File: config.mk
export PLATFORM = sky130hd
export DESIGN_NAME = vcfg_unit
export DESIGN_NICKNAME = d
export VERILOG_FILES = /design/src/rtl/vcfg_pkg.sv /design/src/rtl/vcfg_legal.sv /design/src/rtl/vcfg_vlmax.sv /design/src/rtl/vcfg_avl_sel.sv /design/src/rtl/vcfg_unit.sv
export SDC_FILE = /design/constraint.sdc
export NUM_CORES = 1
export LEC_CHECK = 0
export BUFFER_PORTS_ARGS = -buffer_cell sky130_fd_sc_hd__buf_2
export CAP_MARGIN = 10
export CORE_MARGIN = 2
export CORE_UTILIZATION = 50
export CTS_BUF_LIST = sky130_fd_sc_hd__clkbuf_4
export DETAILED_ROUTE_END_ITERATION = 10
export PLACE_DENSITY = 0.95
export SLEW_MARGIN = 25
export SYNTH_ARGS = -nofsm -noshare
export SYNTH_HDL_FRONTEND = slang
export SYNTH_SLANG_ARGS = --single-unit
File: constraint.sdc
create_clock -name clk -period 4.66 [get_ports clk]
set_input_delay 0.466 -clock clk [delete_from_list [all_inputs] [get_ports clk]]
set_output_delay 0.466 -clock clk [all_outputs]
set_load 0.01 [all_outputs]
File: src/rtl/vcfg_pkg.sv
package vcfg_pkg;
    localparam int LMUL_LSB = 0;
    localparam int SEW_LSB  = 3;
    localparam int EDIV_LSB = 8;
    localparam int RSV_LSB  = 10;

    typedef struct packed {
        logic [1:0] ediv;
        logic       pol_mask;
        logic       pol_tail;
        logic [2:0] sew;
        logic [2:0] lmul;
    } vtype_lo_t;
endpackage

File: src/rtl/vcfg_legal.sv
module vcfg_legal #(
    parameter int ELEN = 64
) (
    input  logic [2:0] lmul_i,
    input  logic [2:0] sew_i,
    input  logic [1:0] ediv_i,
    input  logic       vill_i,
    input  logic       rsv_any_i,
    output logic       legal_o
);
    logic [11:0] width;
    logic [31:0] elen_frac;
    logic        width_bad;
    logic        frac_bad;

    always_comb begin
        width     = 12'd8 << sew_i;
        width_bad = 32'(width) > 32'(ELEN);
        elen_frac = 32'(ELEN) >> (4'd8 - {1'b0, lmul_i});
        frac_bad  = lmul_i[2] && ((lmul_i == 3'b100) || (elen_frac < 32'(width)));
        legal_o   = !(vill_i || rsv_any_i || width_bad || frac_bad || (ediv_i != 2'b00));
    end
endmodule

File: src/rtl/vcfg_vlmax.sv
module vcfg_vlmax #(
    parameter int VLEN = 128,
    parameter int VL_W = 8
) (
    input  logic [2:0]      lmul_i,
    input  logic [2:0]      sew_i,
    output logic [VL_W-1:0] vlmax_o
);
    logic [VL_W-1:0] per_reg;

    always_comb begin
        per_reg = VL_W'(VLEN) >> ({1'b0, sew_i} + 4'd3);
        if (lmul_i[2]) begin
            vlmax_o = per_reg >> (4'd8 - {1'b0, lmul_i});
        end else begin
            vlmax_o = per_reg << lmul_i;
        end
    end
endmodule

File: src/rtl/vcfg_avl_sel.sv
module vcfg_avl_sel #(
    parameter int XLEN = 32,
    parameter int VL_W = 8
) (
    input  logic [XLEN-1:0] avl_i,
    input  logic            keep_i,
    input  logic            use_max_i,
    input  logic [VL_W-1:0] cur_vl_i,
    input  logic [VL_W-1:0] vlmax_i,
    output logic [VL_W-1:0] vl_o
);
    logic [XLEN-1:0] eff;

    always_comb begin
        if (keep_i) begin
            eff = XLEN'(cur_vl_i);
        end else if (use_max_i) begin
            eff = '1;
        end else begin
            eff = avl_i;
        end
        vl_o = (eff < XLEN'(vlmax_i)) ? eff[VL_W-1:0] : vlmax_i;
    end
endmodule

File: src/rtl/vcfg_unit.sv
module vcfg_unit
    import vcfg_pkg::*;
#(
    parameter int XLEN  = 32,
    parameter int VLEN  = 128,
    parameter int ELEN  = 64,
    parameter int IDX_W = 5,
    localparam int VL_W = $clog2(VLEN + 1)
) (
    input  logic             clk,
    input  logic             rst_n,
    input  logic             req_valid_i,
    input  logic [XLEN-1:0]  avl_i,
    input  logic [XLEN-1:0]  vtype_i,
    input  logic [IDX_W-1:0] rs1_idx_i,
    input  logic [IDX_W-1:0] rd_idx_i,
    output logic             rsp_valid_o,
    output logic             vs_dirty_o,
    output logic             wb_en_o,
    output logic [IDX_W-1:0] wb_idx_o,
    output logic [XLEN-1:0]  wb_data_o,
    output logic [VL_W-1:0]  vl_o,
    output logic [XLEN-1:0]  vtype_o
);
    localparam logic [XLEN-1:0] ILL_ONLY = {1'b1, {(XLEN-1){1'b0}}};

    typedef struct packed {
        logic             rsp;
        logic             wb;
        logic [IDX_W-1:0] idx;
        logic [VL_W-1:0]  vl;
        logic [XLEN-1:0]  vtype;
    } state_t;

    state_t    st_d, st_q;
    vtype_lo_t fld;
    logic      legal;
    logic      rs1_zero, rd_zero;
    logic [VL_W-1:0] vlmax, vl_new;

    assign fld      = vtype_lo_t'(vtype_i[RSV_LSB-1:0]);
    assign rs1_zero = (rs1_idx_i == '0);
    assign rd_zero  = (rd_idx_i == '0);

    vcfg_legal #(.ELEN(ELEN)) legal_i (
        .lmul_i    (fld.lmul),
        .sew_i     (fld.sew),
        .ediv_i    (fld.ediv),
        .vill_i    (vtype_i[XLEN-1]),
        .rsv_any_i (|vtype_i[XLEN-2:RSV_LSB]),
        .legal_o   (legal)
    );

    vcfg_vlmax #(.VLEN(VLEN), .VL_W(VL_W)) vlmax_i (
        .lmul_i  (fld.lmul),
        .sew_i   (fld.sew),
        .vlmax_o (vlmax)
    );

    vcfg_avl_sel #(.XLEN(XLEN), .VL_W(VL_W)) avl_sel_i (
        .avl_i     (avl_i),
        .keep_i    (rs1_zero && rd_zero),
        .use_max_i (rs1_zero),
        .cur_vl_i  (st_q.vl),
        .vlmax_i   (vlmax),
        .vl_o      (vl_new)
    );

    always_comb begin
        st_d     = st_q;
        st_d.rsp = req_valid_i;
        st_d.wb  = 1'b0;
        if (req_valid_i) begin
            st_d.wb  = !rd_zero;
            st_d.idx = rd_idx_i;
            if (legal) begin
                st_d.vl    = vl_new;
                st_d.vtype = {1'b0, vtype_i[XLEN-2:0]};
            end else begin
                st_d.vl    = '0;
                st_d.vtype = ILL_ONLY;
            end
        end
    end

    always_ff @(posedge clk or negedge rst_n) begin
        if (!rst_n) begin
            st_q <= '{rsp: 1'b0, wb: 1'b0, idx: '0, vl: '0, vtype: ILL_ONLY};
        end else begin
            st_q <= st_d;
        end
    end

    assign rsp_valid_o = st_q.rsp;
    assign vs_dirty_o  = st_q.rsp;
    assign wb_en_o     = st_q.wb;
    assign wb_idx_o    = st_q.idx;
    assign wb_data_o   = XLEN'(st_q.vl);
    assign vl_o        = st_q.vl;
    assign vtype_o     = st_q.vtype;

    assert_rsp_after_req_R2: assert property (@(posedge clk) disable iff (!rst_n)
        req_valid_i |=> (rsp_valid_o && vs_dirty_o));
    assert_rsp_pulse_R2: assert property (@(posedge clk) disable iff (!rst_n)
        rsp_valid_o |-> $past(req_valid_i));
    assert_hold_idle_R2: assert property (@(posedge clk) disable iff (!rst_n)
        !req_valid_i |=> ($stable(vl_o) && $stable(vtype_o)));
    assert_illegal_clean_R8: assert property (@(posedge clk) disable iff (!rst_n)
        vtype_o[XLEN-1] |-> (vl_o == '0 && vtype_o[XLEN-2:0] == '0));
    assert_keep_not_grow_R11: assert property (@(posedge clk) disable iff (!rst_n)
        (req_valid_i && rs1_idx_i == '0 && rd_idx_i == '0) |=> (vl_o <= $past(vl_o)));
    assert_no_wb_x0_R12: assert property (@(posedge clk) disable iff (!rst_n)
        wb_en_o |-> (rsp_valid_o && wb_idx_o != '0));
    assert_vl_bound_R4: assert property (@(posedge clk) disable iff (!rst_n)
        32'(vl_o) <= 32'(VLEN));
endmodule

# == After elaboration in Yosys (flattened, before gate mapping) ==
# Cells that the tools add are included.
# classes
add_sub_neg,2
multipliers,0
div_mod_pow,0
n_lt_le_gt_ge,3
n_eq_ne,1
n_shift,5
mux,6
bitwise,0
n_reduce_logical,12
# op_table
cell,n
$mux 32,2
$mux 46,1
$mux 40,1
$lt 32x12->1,1
$lt 32x8->1,1
$shr 7x4->32 const A,1
$reduce_or 21->1,1
$mux 8,2
$gt 12x7->1 const B,1
$shl 4x3->12 const A,1
$logic_not 5->1,2
$shl 8x3->8,1
$shr 8x4->8,1
$shr 8x4->8 const A,1
$logic_or 1x1->1,5
$add 3x2->4 const B,1
$sub 4x3->4 const A,1
$eq 3x3->1 const B,1
$logic_and 1x1->1,2
$reduce_bool 2->1,1
$logic_not 1->1,1
# totals
ff_bits,47
latchBits,0
ram_bits,0
rom_bits,0
input_bits,77
out_inout_bits,80
elab_cells,34
mem_count,0

# == Logic depth before layout (Yosys ltp) ==
# depth
word_depth,9
ltp_mapped,15
ltp_nobuf,14

# == Hierarchy ==
# Synthesis repeated with hierarchy kept, for this count alone.
# unflattened
cells_unflattened,376
hier_area_um2,3196.8
# by_module_without_submodules
mod,n_inst,cells_per_inst,area_each_um2,seq_area_each_um2
vcfg_unit,1,230,2163.3,1177.4
vcfg_avl_sel,1,73,526.8,0.0
vcfg_vlmax,1,50,346.6,0.0
vcfg_legal,1,23,160.2,0.0

# == Least setup slack after synthesis ==
# OpenSTA, ideal clock, no wires.
# synth_path
path_kind,input-to-reg
startpoint,input port vtype_i[1]
endpoint,register st_q (netlist bit vl_o[0])
setup_ps,122
t_arrival_ps,3114
t_required_ps,4538
slack_ps,1425
cell_stages,13
n_path_buf,2
path_cell_list,clkbuf_1 -> inv_1 -> ha_1 -> ha_1 -> nor2_1 -> nor4b_1 -> o21ai_0 -> ha_1 -> nand3_1 -> a2111o_1 -> buf_6 -> a21o_1 -> a32o_1
# synth_between
elab_chain_cells,8
elab_cells_between_ends,14
classes_between,1 x add/sub; 2 x order compare; 1 x eq/ne; 3 x shift; 3 x mux; 4 x reduce/logical
# synth_rtl
element,line,rtl
start: declaration,vcfg_unit.sv:14,"input logic [XLEN-1:0] vtype_i,"
$sub 4x3->4,"vcfg_legal.sv:19, vcfg_vlmax.sv:14",
$shr 7x4->32,vcfg_legal.sv:19,"elen_frac = 32'(ELEN) >> (4'd8 - {1'b0, lmul_i});"
$lt 32x12->1,vcfg_legal.sv:20,frac_bad = lmul_i[2] && ((lmul_i == 3'b100) || (elen_frac < 32'(width)));
$logic_or 1x1->1,vcfg_legal.sv:20,
$logic_and 1x1->1,vcfg_legal.sv:20,
$logic_or 1x1->1 (2 in a row),vcfg_legal.sv:21,legal_o = !(vill_i || rsv_any_i || width_bad || frac_bad || (ediv_i != 2'b00));
$mux 40 (*),vcfg_unit.sv:76,if (legal) begin
end signal: assignment,vcfg_unit.sv:88,"st_q <= '{rsp: 1'b0, wb: 1'b0, idx: '0, vl: '0, vtype: ILL_ONLY};"
end signal: assignment,vcfg_unit.sv:90,st_q <= st_d;
end: declaration,vcfg_unit.sv:35,"state_t st_d, st_q;"
# Every way passes the cells marked *; elsewhere a longest branch is shown, timed or not.
# A chain may end at the register's enable or synchronous reset.

# == Final worst setup path ==
# layout_path
startpoint,input port vtype_i[0]
endpoint,register st_q (netlist bit vl_o[3])
# The elaborated chain is that of the path after synthesis.

==> impl_metrics.toml <==
[clock_tree]
cts_tree = "built"
postCtsHoldBufs = 0
clk_latency_ns = 0.37
cts_root_buf = "clkbuf_4"
clkTransAtPathRegs_ns = 0.14
clock_path_buffers = 2
cts_setup_buffers = 0
numCtsBuffers = 5
htreeDepth = 2
clock_sinks = 47
cts_resized = 0

[power]
ir_worst_vdd_mv = 0.139
p_leak_nw = 1.84
p_per_area_nw_per_um2 = 215

[worst_setup_path]
crit_slowest_cell = "ha_1"
path_cells = "buf_2 > inv_1 > ha_1 > ha_1 > nor2_1 > nor4b_1 > o21ai_0 > ha_1 > a21oi_1 > o22ai_1 > nor3_4 > and2_4 > o311ai_2"
arrival_ns = 3.44
reg2regPathDepth = 8
crit_cells = 13
crit_buf_inv = 2
critical-path-top-delay-family = "simple AND/OR/NAND/NOR gates"
cp-end-kind = "flop"
criticalPathCategory = "primary input to flop"
cp.required_ns = 4.91
startpoint_type = "primary input"
cpMostUsedCell = "ha_1"
cpPeakStageDelay_ns = 0.36
critPathMaxFanout = 12

[drt]
route.vias.total = 2606
ant_nets = 0
via_per_inst = 5.43
dr.first_iter.drc_count = 200
dr.pass1.iters = 4
drcViolationCount = 0
wirelength_um = 7390
post_drt_wl_per_cell_um = 15.4

[cells_and_area]
fin_area_um2 = 3540
finalNonFillerCells = 480
antenna_cells = 0
area_growth_pct = 19.7
final_cell_mix = "buf_2, dfrtp_1, nor2b_1"
final_common_cell = "buf_2"
drive_gt1_share_pct = 40.7
fin_nets = 497

[run]
drv_cap = 0

[die]
rows = 28
die_y_um = 80.9
core_area_um2 = 5820
die_width_um = 80.9
initial_core_util_pct = 50.9
die_area_um2 = 6550
io_pins = 157

[sta]
hold_viol_final = 0
setup-violations-final = 0
period_share_pct = 68.5
worst_slew_pin_slew_ns = 0.638
drv_slew = 0
fin_skew_ns = 0.000817
grt_setup_unrepaired = "no"
period_minus_slack_ns = 3.19
slew_headroom_pct = 57.4
tns_ns = 0
fmax_mhz = 313

[synth]
netlist_instances = 289
ys.warnings.count = 0
synthFlopType = "dfrtp_1"
syn_area_per_cell_um2 = 10.2
synth-async-reset-ratio_pct = 100
synth-edff-count = 0
ys_seq_area_share_pct = 39.8
ys_types = 56
synth_area_um2 = 2960
ys_ff_latch = 47

[global_route]
grt_util_all_layers_pct = 22.6
antenna_found_initial = 0
grt_max_degree = 48
grt_overflow = 0
grt_pass1_vias = 2351
grt_pass1_wl_um = 11400

[min_path]
hp-class = "primary input to asynchronous set/reset pin"

[place]
place_area_um2 = 3480
dp.cells = 472
place_congestion = 0.893
io_buffer_count = 132
post-dp-hpwl_um = 5910

[outcome]
outcome = "completed"
[cell families after synthesis]
group | share of synthesized area, %
XOR/XNOR | 0.592
adder cells (fa/ha/maj) | 6.76
flip-flops | 39.8
multiplexers | 1.90
buffers and inverters | 11.9
AND/OR/NAND/NOR | 21.5
AO/OA/AOI/OAI | 17.5
other | 0.127
[synthesized netlist by cell type (3+ instances only)]
cell type	number	share of area [%]
a21o_1	4	1.0
nand2_1	16	2.0
ha_1	16	6.8
o311ai_2	7	3.8
nand4_1	11	2.3
o22a_1	5	1.5
nor2_1	16	2.0
clkbuf_1	5	0.63
mux2_2	5	1.9
nor4_1	10	2.1
buf_4	33	8.4
nor2b_1	27	5.7
buf_2	6	1.0
a22o_1	8	2.4
nor3_1	4	0.68
a31oi_1	5	1.1
a21oi_1	5	0.85
nand3_1	4	0.68
inv_1	8	1.0
dfrtp_1	46	39
and2_1	3	0.63
[through the flow]
stage / setup slack (ns) / utilization [%] / total power (W) / hold slack [ns]
floorplan: 1.42 / - / 0.000519 / 0.170
global placement: 1.33 / 59.8 / 0.000561 / 0.475
detailed placement: 1.17 / 59.8 / 0.000568 / 0.480
CTS: 1.55 / 60.9 / 0.000761 / 0.269
global route: 1.26 / 60.9 / 0.000802 / 0.111
finish: 1.47 / 60.9 / 0.000760 / 0.0724
[cell type report]
cell class	instances	area (um^2)
timing repair buffer	132	663
multi-input combinational	210	1520
tap	75	93.8
fill	503	2270
inverter	8	30.0
clock buffer	6	45.0
clock inverter	2	16.3
sequential	47	1180
[final timing paths]
check	startpoint	to	slack, ns
min in group clk	vtype_i[7]	vtype_o[7]$_DFFE_PN0P_	0.31
max reg2reg	vl_o[2]$_DFFE_PN0P_	vl_o[3]$_DFFE_PN0P_	2.34
max in group asynchronous	rst_n	wb_idx_o[2]$_DFFE_PN0P_	4.20
min reg2reg	vtype_o[31]$_DFFE_PN1P_	vtype_o[31]$_DFFE_PN1P_	0.50
min	rst_n	vtype_o[18]$_DFFE_PN0P_	0.07
max	vtype_i[0]	vl_o[3]$_DFFE_PN0P_	1.47
[worst reg2reg max path: stages, from the launching register on]
cell and delay, ns:
dfrtp_1 0.47, o22a_1 0.23, ha_1 0.32, a21o_1 0.19
a21oi_1 0.13, o22ai_1 0.12, nor3_4 0.34, and2_4 0.31
o311ai_2 0.10
[registers in the layout (all words and copies together) (netlist names)]
register / cells
wb_en_o: 1
rsp_valid_o: 1
vl_o: 8
vtype_o: 32
wb_idx_o: 5
[report_power, final]
group	leakage [nW]	internal, W	switching [W]
registers	0.638	0.000413	0.00000232
clock network	0.0323	0.0000669	0.000132
logic	1.17	0.0000589	0.0000871
[routing by layer]
layer	vias up	routed length, um	share of wire, %	GRT usage (%)
met5	-	0	0	0
met4	0	105	1.4	6.95
met3	10	703	9.5	4.44
met2	156	3750	51	40.3
met1	1218	2830	38	27.3
li1	1222	-	-	-
Power figures use the tool's default switching activity.
